**config.mk**
```make
export PLATFORM = sky130hd
export DESIGN_NAME = simd_pair_issue
export DESIGN_NICKNAME = d
export VERILOG_FILES = /design/src/rtl/simd_pair_pkg.sv /design/src/rtl/simd_pair_scoreboard.sv /design/src/rtl/simd_pair_rules.sv /design/src/rtl/simd_pair_issue.sv
export SDC_FILE = /design/constraint.sdc
export NUM_CORES = 1
export LEC_CHECK = 0
export ABC_CLOCK_PERIOD_IN_PS = 5500
export BUFFER_PORTS_ARGS = -buffer_cell sky130_fd_sc_hd__buf_2
export CAP_MARGIN = 10
export CORE_MARGIN = 4
export CORE_UTILIZATION = 50
export DETAILED_ROUTE_END_ITERATION = 12
export GPL_ROUTABILITY_DRIVEN = 1
export GPL_TIMING_DRIVEN = 0
export PLACE_DENSITY = 0.76
export SKIP_CTS_REPAIR_TIMING = 1
export SYNTH_ARGS = -nofsm -noshare
export SYNTH_HDL_FRONTEND = slang
export SYNTH_SLANG_ARGS = --single-unit
```
**constraint.sdc**
```tcl
create_clock -name clk -period 5.5 [get_ports clk]
set_input_delay 0.275 -clock clk [delete_from_list [all_inputs] [get_ports clk]]
set_output_delay 0.275 -clock clk [all_outputs]
set_load 0.05 [all_outputs]
```
**src/rtl/simd_pair_pkg.sv**
```systemverilog
package simd_pair_pkg;
    localparam int RIDX_W = 3;
    localparam int NREG   = 1 << RIDX_W;

    typedef enum logic [1:0] {
        CLS_ALU = 2'd0,
        CLS_SHF = 2'd1,
        CLS_MUL = 2'd2,
        CLS_EXT = 2'd3
    } op_cls_e;

    typedef struct packed {
        logic              mem;
        logic              wr;
        op_cls_e           cls;
        logic [RIDX_W-1:0] dst;
        logic [RIDX_W-1:0] sa;
        logic [RIDX_W-1:0] sb;
    } op_t;

    localparam int OP_W = $bits(op_t);
endpackage

```
**src/rtl/simd_pair_scoreboard.sv**
```systemverilog
module simd_pair_scoreboard
    import simd_pair_pkg::*;
#(
    parameter int MUL_LAT = 3
) (
    input  logic                clk,
    input  logic                rst,
    input  logic                set_a,
    input  logic [RIDX_W-1:0]   idx_a,
    input  logic                set_b,
    input  logic [RIDX_W-1:0]   idx_b,
    output logic [NREG-1:0]     busy
);
    localparam int CNT_W = (MUL_LAT > 2) ? $clog2(MUL_LAT) : 1;
    localparam logic [CNT_W-1:0] LOAD = CNT_W'(MUL_LAT - 1);

    for (genvar r = 0; r < NREG; r++) begin : g_reg
        logic [CNT_W-1:0] cnt_d, cnt_q;

        always_comb begin
            cnt_d = cnt_q;
            if (cnt_q != '0)
                cnt_d = cnt_q - 1'b1;
            if ((set_a && idx_a == RIDX_W'(r)) || (set_b && idx_b == RIDX_W'(r)))
                cnt_d = LOAD;
        end

        always_ff @(posedge clk) begin
            if (rst) cnt_q <= '0;
            else     cnt_q <= cnt_d;
        end

        assign busy[r] = (cnt_q != '0);
    end
endmodule

```
**src/rtl/simd_pair_rules.sv**
```systemverilog
module simd_pair_rules
    import simd_pair_pkg::*;
(
    input  logic            s0_vld,
    input  op_t             s0,
    input  logic            s1_vld,
    input  op_t             s1,
    input  logic [NREG-1:0] busy,
    output logic            go_u,
    output logic            go_v
);
    function automatic logic writes_simd(op_t o);
        return o.wr && (o.cls != CLS_EXT);
    endfunction

    function automatic logic blocked(op_t o, logic [NREG-1:0] b);
        if (o.cls == CLS_EXT) return 1'b0;
        return b[o.sa] || b[o.sb] || (o.wr && b[o.dst]);
    endfunction

    logic dep_hit;
    logic unit_clash;
    logic form_clash;

    always_comb begin
        dep_hit = writes_simd(s0) && (s1.cls != CLS_EXT) &&
                  ((s1.sa == s0.dst) || (s1.sb == s0.dst) ||
                   (s1.wr && s1.dst == s0.dst));
        unit_clash = ((s0.cls == CLS_SHF) && (s1.cls == CLS_SHF)) ||
                     ((s0.cls == CLS_MUL) && (s1.cls == CLS_MUL));
        form_clash = s1.mem || (s0.mem && s1.cls == CLS_EXT);
        go_u = s0_vld && !blocked(s0, busy);
        go_v = go_u && s1_vld && !blocked(s1, busy) &&
               !dep_hit && !unit_clash && !form_clash;
    end
endmodule

```
**src/rtl/simd_pair_issue.sv**
```systemverilog
module simd_pair_issue
    import simd_pair_pkg::*;
#(
    parameter int MUL_LAT = 3
) (
    input  logic            clk,
    input  logic            rst,
    input  logic            s0_vld,
    input  logic [OP_W-1:0] s0_op,
    input  logic            s1_vld,
    input  logic [OP_W-1:0] s1_op,
    output logic [1:0]      consumed,
    output logic            issue_u,
    output logic            issue_v,
    output logic [OP_W-1:0] u_op,
    output logic [OP_W-1:0] v_op
);
    typedef struct packed {
        logic issue_u;
        logic issue_v;
        op_t  u_op;
        op_t  v_op;
    } stage_t;

    stage_t          st_d, st_q;
    op_t             s0, s1;
    logic            go_u, go_v;
    logic [NREG-1:0] busy;

    assign s0 = op_t'(s0_op);
    assign s1 = op_t'(s1_op);

    simd_pair_rules u_rules (
        .s0_vld (s0_vld),
        .s0     (s0),
        .s1_vld (s1_vld),
        .s1     (s1),
        .busy   (busy),
        .go_u   (go_u),
        .go_v   (go_v)
    );

    simd_pair_scoreboard #(.MUL_LAT(MUL_LAT)) u_sb (
        .clk   (clk),
        .rst   (rst),
        .set_a (go_u && s0.cls == CLS_MUL && s0.wr),
        .idx_a (s0.dst),
        .set_b (go_v && s1.cls == CLS_MUL && s1.wr),
        .idx_b (s1.dst),
        .busy  (busy)
    );

    always_comb begin
        st_d         = st_q;
        st_d.issue_u = go_u;
        st_d.issue_v = go_v;
        if (go_u) st_d.u_op = s0;
        if (go_v) st_d.v_op = s1;
    end

    always_ff @(posedge clk) begin
        if (rst) st_q <= '0;
        else     st_q <= st_d;
    end

    assign consumed = rst ? 2'd0 : ({1'b0, go_u} + {1'b0, go_v});
    assign issue_u  = st_q.issue_u;
    assign issue_v  = st_q.issue_v;
    assign u_op     = st_q.u_op;
    assign v_op     = st_q.v_op;
endmodule

```
==> metrics, run 1 <==
status=finished clean; fmax=~0.31 GHz; sequential-to-total area share from yosys stat=0.352; GRT Resource Usage Total=0.200; Synth cell types=50; largest net degree at the start of global routing=14; drt drc=0; post-synthesis net count=~280; Rows=25; leakage power=~1.2 nW; post-synthesis mux area share=0.214; CP Max Fanout=10; fin nets=340; setup ws final=between 2 and 2.5 ns; die footprint=just over 6000 um^2; crit share post-route=0.582; vias in the first global route=a little over 2000; xor/xnor share of the synthesized area=0.0245; type of origin of the critical path=register; Core Area=between 4000 and 5000 um^2; simple-gate share of the synthesized area=0.245; Final Critical Period=3.20 ns; io pins=60; HP Class=primary input to register; Yosys top cell by area=dfxtp_1; Die Wd=between 70 and 80 um; mean post-synth cell area=just over 10 um^2; final hold vios=0; global-route wire length before repair=~9800 um; # setup viols final=0; Cells after Synth=248; most frequent cells in the layout=buf_2 (55), dfxtp_1 (44), nor2_1 (23), mux2i_1 (23), nand2b_1 (20); CTS root buffer=clkbuf_8; number of synthesized register bits=44; total of max-cap violations=0; Synth area leaders=dfxtp_1 (35%), mux2i_1 (9.2%), mux4_1 (6.3%), nand2b_1 (5.0%), mux4_2 (3.6%); hpwl dp=4560 um; vias=2111; nature of the critical path endpoint=output port; Power per Cell Area=approximately 230 nW/um^2; WL/cell=about 16 um; pre-CTS setup slack=between 2 and 3 ns; Worst Path Arrival=between 2 and 3 ns; Reg clk slew, reported paths=0.08 ns; First-pass DRT Iterations=4; Peak VDD IR=approximately 0.00013 V; RSZ-0062 raised after global routing=false; clock sink total=44; post-synthesis cell area=between 2000 and 3000 um^2; worst clock skew=0.00948 ns; initial core utilization=0.523; Synth Warn #=0; Post-Synth Adder-Cell Area=0.00500; fillers=slightly above 400; GPL Wtd Cong=approximately 0.87; Crit Path Class=register to output port; Vert. Die Dim=78.7 um; Routed Antenna Nets=0; main combinational cell family by area after synthesis=simple AND/OR/NAND/NOR gates; antenna violations before repair=0; CTS tree=built; Bufs on Longest Clock Path=2; Worst-Margin Slew=roughly 0.56 ns; max-slew violations=0; DR iter-0 viols=approximately 140; Setup TNS=0 ns; Synth top area share=0.352; worst path required time=5.22 ns; cts bufs inserted=5; vias per cell=around 5.6; commonest non-fill, non-tap cell in the layout=buf_2; layout cells sized above 1=0.290; n_diodes=0; Area growth syn-to-layout=17.9%; Overflow after GRT=0; Synth Area in Compound Gates=0.116; slew margin rel.=0.628; port bufs=between 50 and 60; final wirelength=approximately 6000 um; Clk Latency, worst-skew pair=around 0.30 ns; htree depth=2
cell families (layout without fill, tap and decap cells):
kind of cell | Yosys count | in the layout
AND/OR/NAND/NOR | 106 | 106
flip-flops | 44 | 44
multiplexers | 37 | 37
AO/OA/AOI/OAI | 33 | 33
buffers and inverters | 20 | 82
XOR/XNOR | 7 | 7
adder cells (fa/ha/maj) | 1 | 1
stage by stage:
| step | total power, mW | instances | util | instance area (um^2) | hold slack (ns) |
|---|---|---|---|---|---|
| global route | 0.717 | 377 | 0.616 | 2950 | 0.255 |
| global placement | 0.483 | 369 | 0.597 | 2860 | 0.434 |
| floorplan | 0.445 | 248 | - | 2500 | 0.409 |
| detailed placement | 0.485 | 369 | 0.597 | 2860 | 0.439 |
| CTS | 0.691 | 377 | 0.616 | 2950 | 0.227 |
| finish | 0.686 | 377 | 0.616 | 2950 | 0.232 |
where the power goes:
part / total (mW) / switching (mW) / internal (mW) / leakage (nW)
Sequential: 0.333 / 0.00448 / 0.329 / 0.358
Combinational: 0.145 / 0.0957 / 0.0493 / 0.789
Clock: 0.207 / 0.107 / 0.100 / 0.0510
Total: 0.686 / 0.207 / 0.478 / 1.20
critical path: stages, from the launching register on:
cell,delay [ns]
dfxtp_1,0.32
nor2_1,0.37
mux4_2,0.35
mux2i_4,0.09
a2111oi_4,0.42
a21oi_4,0.15
nor2_4,0.15
buf_6,0.18
ha_1,0.24
nor2b_1,0.12
buf_2,0.23
final timing paths:
check | start | endpoint | slack, ns | cells past startpoint
max | u_sb.g_reg[1].cnt_q[1] | consumed[0] | 2.30 | 10
min reg2reg | u_sb.g_reg[7].cnt_q[0] | u_sb.g_reg[7].cnt_q[0] | 0.45 | 1
min | s0_op[12] | u_op[12] | 0.23 | 3
max reg2reg | u_sb.g_reg[1].cnt_q[1] | u_sb.g_reg[3].cnt_q[1] | 3.12 | 7
state kept, by name, indices dropped and copies added (netlist names):
name and flops:
v_op 13, issue_u 1, u_op 13, issue_v 1
u_sb.g.cnt_q 16
cells in the mapped netlist (all sizes together):
cell / instances
nand2: 17
a31o: 6
or3: 1
o22ai: 6
clkbuf: 9
a31oi: 2
mux2: 3
o211a: 1
nand4: 3
ha: 1
inv: 5
or4: 2
dfxtp: 44
o41ai: 2
o21ai: 4
a32o: 1
a21oi: 4
a41o: 2
nor3: 6
nand2b: 20
xnor2: 7
and2b: 2
nor4: 2
o31a: 1
nor2b: 8
or2b: 1
o31ai: 2
mux4: 10
mux2i: 24
or3b: 1
nor2: 27
a2111oi: 1
a2111o: 1
nand3b: 3
nand3: 4
nor3b: 9
buf: 6
routing by layer:
layer  wire length [um]  global-route usage
met5                  0                   0
met4                 83              0.0577
met3                357              0.0374
met2               2950               0.343
met1               2570               0.256
layout make-up:
class	count	area, um^2	area share
inverter	5	18.8	0.00636
sequential	44	881	0.299
buffer	15	92.6	0.0314
clock inverter	2	10.0	0.00339
timing repair buffer	54	270	0.0916
tap	67	83.8	0.0284
multi-input combinational	184	1510	0.512
clock buffer	6	82.6	0.0280
(Power assumes the default switching activity.)
==> inputs of run 2 (changes only) <==
- ABC_CLOCK_PERIOD_IN_PS: 5500 -> 3200
- clock period: 5.5 -> 3.2 ns (I/O delays scaled with it)
==> metrics, run 2 (same netlist as run 1, synthesis figures left out) <==
leakage power=about 1.2 nW; cell with the largest stage delay on the worst path=a2111oi_4; layout cells sized above 1=0.294; status=finished clean; DR iter-0 viols=roughly 130; fillers=about 410; type of origin of the critical path=register; cts bufs inserted=5; Routed Antenna Nets=0; CTS root buffer=clkbuf_8; Worst Hold Path EP=u_op[12]; Bufs and invs on worst path=2; nature of the critical path endpoint=output port; most flop-heavy register=u_sb.g.cnt_q; io pins=60; Overflow after GRT=0; largest net degree at the start of global routing=14; Vert. Die Dim=about 79 um; worst-path cell chain=nor2_1 > mux4_2 > mux2i_4 > a2111oi_4 > a21oi_4 > nor2_4 > buf_6 > ha_1 > nor2b_1 > buf_2; hold_sp=s0_op[12]; die footprint=between 6000 and 7000 um^2; Reg clk slew, reported paths=roughly 0.090 ns; HP Class=primary input to register; GPL Wtd Cong=~0.87; commonest non-fill, non-tap cell in the layout=buf_2; port bufs=54; vias=2098; First-pass DRT Iterations=4; htree depth=2; Setup TNS=0 ns; hpwl dp=roughly 4600 um; most frequent cells in the layout=buf_2 (55), dfxtp_1 (44), mux2i_1 (23), nor2_1 (22), nand2b_1 (20); Core Area=roughly 4800 um^2; WL met1=approximately 2600 um; Clk Latency, worst-skew pair=roughly 0.30 ns; initial core utilization=0.523; met2 wire len=between 2000 and 3000 um; setup ws final=approximately 0.11 ns; Design Area, Final=2950 um^2; highest routed layer=met4; pre-CTS setup slack=approximately 0.46 ns; Final Critical Period=3.09 ns; RSZ-0062 raised after global routing=false; final hold vios=0; global-route wire length before repair=approximately 10000 um; Peak VDD IR=roughly 0.00023 V; vias in the first global route=about 2000; worst clock skew=between 0.01 and 0.015 ns; Die Wd=78.7 um; hold slack final=between 0.1 and 0.15 ns; Crit Path Class=register to output port; WL/cell=approximately 16 um; Area growth syn-to-layout=17.9%; Worst-Margin Slew=0.536 ns; final wirelength=5960 um; crit-path max cell delay=approximately 0.41 ns; max-slew violations=0; clock sink total=44; vias per cell=approximately 5.6; CP Max Fanout=10; drt drc=0; FF-to-FF Start=u_sb.g_reg[1].cnt_q[1]; antenna violations before repair=0; r2r endpoint=u_sb.g_reg[3].cnt_q[1]; total of max-cap violations=0; fmax=between 0.3 and 0.4 GHz; worst path required time=slightly above 3 ns; crit share post-route=0.965; DR WL met3=between 300 and 400 um; R2R depth=7; CP top delay family=simple AND/OR/NAND/NOR gates; CTS tree=built; slew margin rel.=0.643; fin nets=340; Worst Path Arrival=just under 3 ns; max reg flops=16; placed inst area=between 2000 and 3000 um^2; FF-to-FF setup slack=between 0.8 and 0.9 ns; GRT Resource Usage Total=0.200; # setup viols final=0; Rows=25; Bufs on Longest Clock Path=2; Hold Path Depth=3; Power per Cell Area=roughly 400 nW/um^2; n_diodes=0
## run 2: layout make-up
type	count	area [um^2]	share of cell area
plain buffers	15	92.6	0.0314
clock buffers	6	82.6	0.0280
clock inverters	2	10.0	0.00339
inverters	5	18.8	0.00636
multi-input cells	184	1510	0.513
flip-flops and latches	44	881	0.298
well taps	67	83.8	0.0284
repair buffers	54	270	0.0916
## run 2: worst max-delay path by stage
stage                     slack (ns)  cells past startpoint           to                   start
after floorplan                 0.42                      9  consumed[0]  u_sb.g_reg[4].cnt_q[0]
after global placement          0.47                     10  consumed[0]  u_sb.g_reg[7].cnt_q[1]
after detailed placement        0.46                     10  consumed[0]  u_sb.g_reg[3].cnt_q[1]
after CTS                       0.14                     10  consumed[0]  u_sb.g_reg[1].cnt_q[1]
after global routing            0.02                     10  consumed[0]  u_sb.g_reg[7].cnt_q[1]
final                           0.11                     10  consumed[0]  u_sb.g_reg[1].cnt_q[1]
## run 2: per-layer routing
| metal | track usage | vias to the layer above |
|---|---|---|
| met4 | 0.0577 | 0 |
| met5 | 0 | - |
| met3 | 0.0374 | 9 |
| met1 | 0.256 | 1004 |
| met2 | 0.343 | 64 |
| li1 | - | 1021 |
## run 2: through the flow
step | util | power (mW) | std cells
after CTS | 0.616 | 1.19 | 377
after global routing | 0.617 | 1.23 | 377
after detailed placement | 0.597 | 0.834 | 369
after floorplan | - | 0.765 | 248
final | 0.617 | 1.18 | 377
after global placement | 0.597 | 0.831 | 369
## run 2: power breakdown
| part | switching (mW) | total, mW | internal [mW] |
|---|---|---|---|
| registers | 0.00768 | 0.573 | 0.565 |
| clock network | 0.186 | 0.359 | 0.172 |
| logic | 0.164 | 0.249 | 0.0847 |
| total | 0.358 | 1.18 | 0.822 |
## run 2: worst reg2reg max path, cell delays in order, from the launching register on
cell and delay [ns]:
dfxtp_1 0.32, nor2_1 0.38, mux4_2 0.35, mux2i_4 0.09, a2111oi_4 0.42, a21oi_4 0.15
nor3_4 0.38, a41o_1 0.24
==> inputs of run 3 (changes only) <==
- ABC_AREA: default -> 1
- PLACE_DENSITY: 0.76 -> 0.77
==> metrics, run 3 <==
n_diodes=0; post-synthesis net count=between 300 and 400; Async S/R FF share, synth=0; Overflow after GRT=0; RSZ-0062 raised after global routing=false; sequential-to-total area share from yosys stat=0.360; Synth area leaders=dfxtp_1 (36%), nand2_1 (12%), nand3_1 (8.0%), inv_1 (6.1%), o21ai_0 (6.1%); mean post-synth cell area=~7 um^2; most flop-heavy register=u_sb.g.cnt_q; number of synthesized register bits=44; fmax=0.359 GHz; # setup viols final=0; antenna violations before repair=0; global-route wire length before repair=around 12000 um; most numerous cell in the Yosys netlist=nand2_1; Power per Cell Area=425 nW/um^2; CTS tree=built; commonest non-fill, non-tap cell in the layout=nand2_1; Worst-Margin Slew=around 0.58 ns; layout cells sized above 1=0.223; Reg clk slew, reported paths=approximately 0.080 ns; DR iter-0 viols=210; Crit Path Class=register to output port; cts bufs inserted=5; Yosys top cell by area=dfxtp_1; drt drc=0; vias in the first global route=about 2500; fin nets=~450; crit-path max cell delay=about 0.34 ns; WL/cell=between 10 and 15 um; post-synthesis cell area=around 2400 um^2; type of origin of the critical path=register; Vert. Die Dim=77.9 um; Peak VDD IR=0.000240 V; FF-to-FF setup slack=about 1.2 ns; CP Max Fanout=10; final hold vios=0; final wirelength=just under 7000 um; vias=approximately 2600; Multi-input gate area=between 1000 and 1500 um^2; io pins=60; slew margin rel.=0.615; worst-path cell chain=nor2_4 > inv_1 > nand2_1 > nand3_1 > nand3b_1 > nand2_1 > nor2_1 > nand2_1 > nand2_2 > nand2_4 > nor2_8 > buf_2 > ha_1 > inv_1 > nor2_1 > buf_2; GPL Wtd Cong=just under 0.9; fillers=approximately 450; ys flop type=dfxtp_1; leakage power=roughly 1.5 nW; worst clock skew=0.00796 ns; synth cell count leaders=nand2_1 (81), dfxtp_1 (44), inv_1 (40); GRT Resource Usage Total=0.238; CP top delay family=simple AND/OR/NAND/NOR gates; clock sink total=44; Setup TNS=0 ns; die footprint=6070 um^2; htree depth=2; cell with the largest stage delay on the worst path=dfxtp_1; largest net degree at the start of global routing=15; First-pass DRT Iterations=5; HP Class=primary input to register; Synth top area share=0.360; CTS root buffer=clkbuf_8; hpwl dp=5240 um; worst path required time=between 3 and 4 ns; EDFF count, synth=0; Synth Warn #=0; Worst Path Arrival=~2.6 ns; Cells after Synth=359; status=finished clean; Storage cell area=just under 900 um^2; Bufs on Longest Clock Path=2; Area growth syn-to-layout=18.1%; vias per cell=5.34; initial core utilization=0.517; Routed Antenna Nets=0; Core Area=4720 um^2; nature of the critical path endpoint=output port; port bufs=54; Clk Latency, worst-skew pair=a little over 0.3 ns; Rows=25; crit share post-route=0.870; Die Wd=77.9 um; CP dominant cell by count=nand2_1; max reg flops=16; total of max-cap violations=0; Synth cell types=29; Final Critical Period=between 2 and 3 ns; most frequent cells in the layout=nand2_1 (81), buf_2 (57), dfxtp_1 (44), inv_1 (40), nand3_1 (39); utilization after layout=0.611; max-slew violations=0; Bufs and invs on worst path=4
run 3: power breakdown:
group          switching (mW)  total [mW]  internal, mW
clock network           0.201       0.353         0.152
registers              0.0104       0.580         0.570
logic                   0.210       0.292        0.0821
total                   0.421        1.23         0.804
run 3: logic make-up (layout without fill, tap and decap cells):
| group | Yosys count | in the layout | synth area share |
|---|---|---|---|
| adders and majority gates | 1 | 1 | 0.00512 |
| xor gates and xnor gates | 7 | 7 | 0.0251 |
| buffers and inverters | 58 | 120 | 0.109 |
| AOI/OAI and AO/OA | 64 | 64 | 0.135 |
| DFF | 44 | 44 | 0.360 |
| and+or+nand+nor | 185 | 185 | 0.366 |
run 3: through the flow:
| stage | power, mW | cell area [um^2] | std cells | setup slack (ns) | hold slack (ns) |
|---|---|---|---|---|---|
| detailed placement | 0.882 | 2800 | 480 | 0.761 | 0.415 |
| CTS | 1.23 | 2890 | 488 | 0.416 | 0.0957 |
| global placement | 0.877 | 2800 | 480 | 0.799 | 0.414 |
| floorplan | 0.801 | 2440 | 359 | 0.825 | 0.237 |
| finish | 1.23 | 2890 | 488 | 0.417 | 0.103 |
| global route | 1.28 | 2890 | 488 | 0.170 | 0.115 |
run 3: area by class of cell:
class / instances / area share
Sequential cell: 44 / 0.305
Multi-Input combinational cell: 257 / 0.450
Inverter: 44 / 0.0572
Tap cell: 67 / 0.0291
Clock buffer: 5 / 0.0239
Timing Repair Buffer: 54 / 0.0937
Clock inverter: 3 / 0.00650
Buffer: 14 / 0.0347
run 3: final timing paths:
path	cells after the start	end	startpoint
worst min-delay path	2	u_sb.g_reg[2].cnt_q[0]	rst
worst max-delay path	16	consumed[0]	u_sb.g_reg[3].cnt_q[1]
worst min register to register	2	v_op[12]	v_op[12]
worst max register to register	16	u_sb.g_reg[7].cnt_q[1]	u_sb.g_reg[3].cnt_q[1]
run 3: layer usage:
metal  share of wire  track usage
met1            0.45        0.318
met3           0.088       0.0510
met4           0.019       0.0752
met5               0            0
met2            0.44        0.384
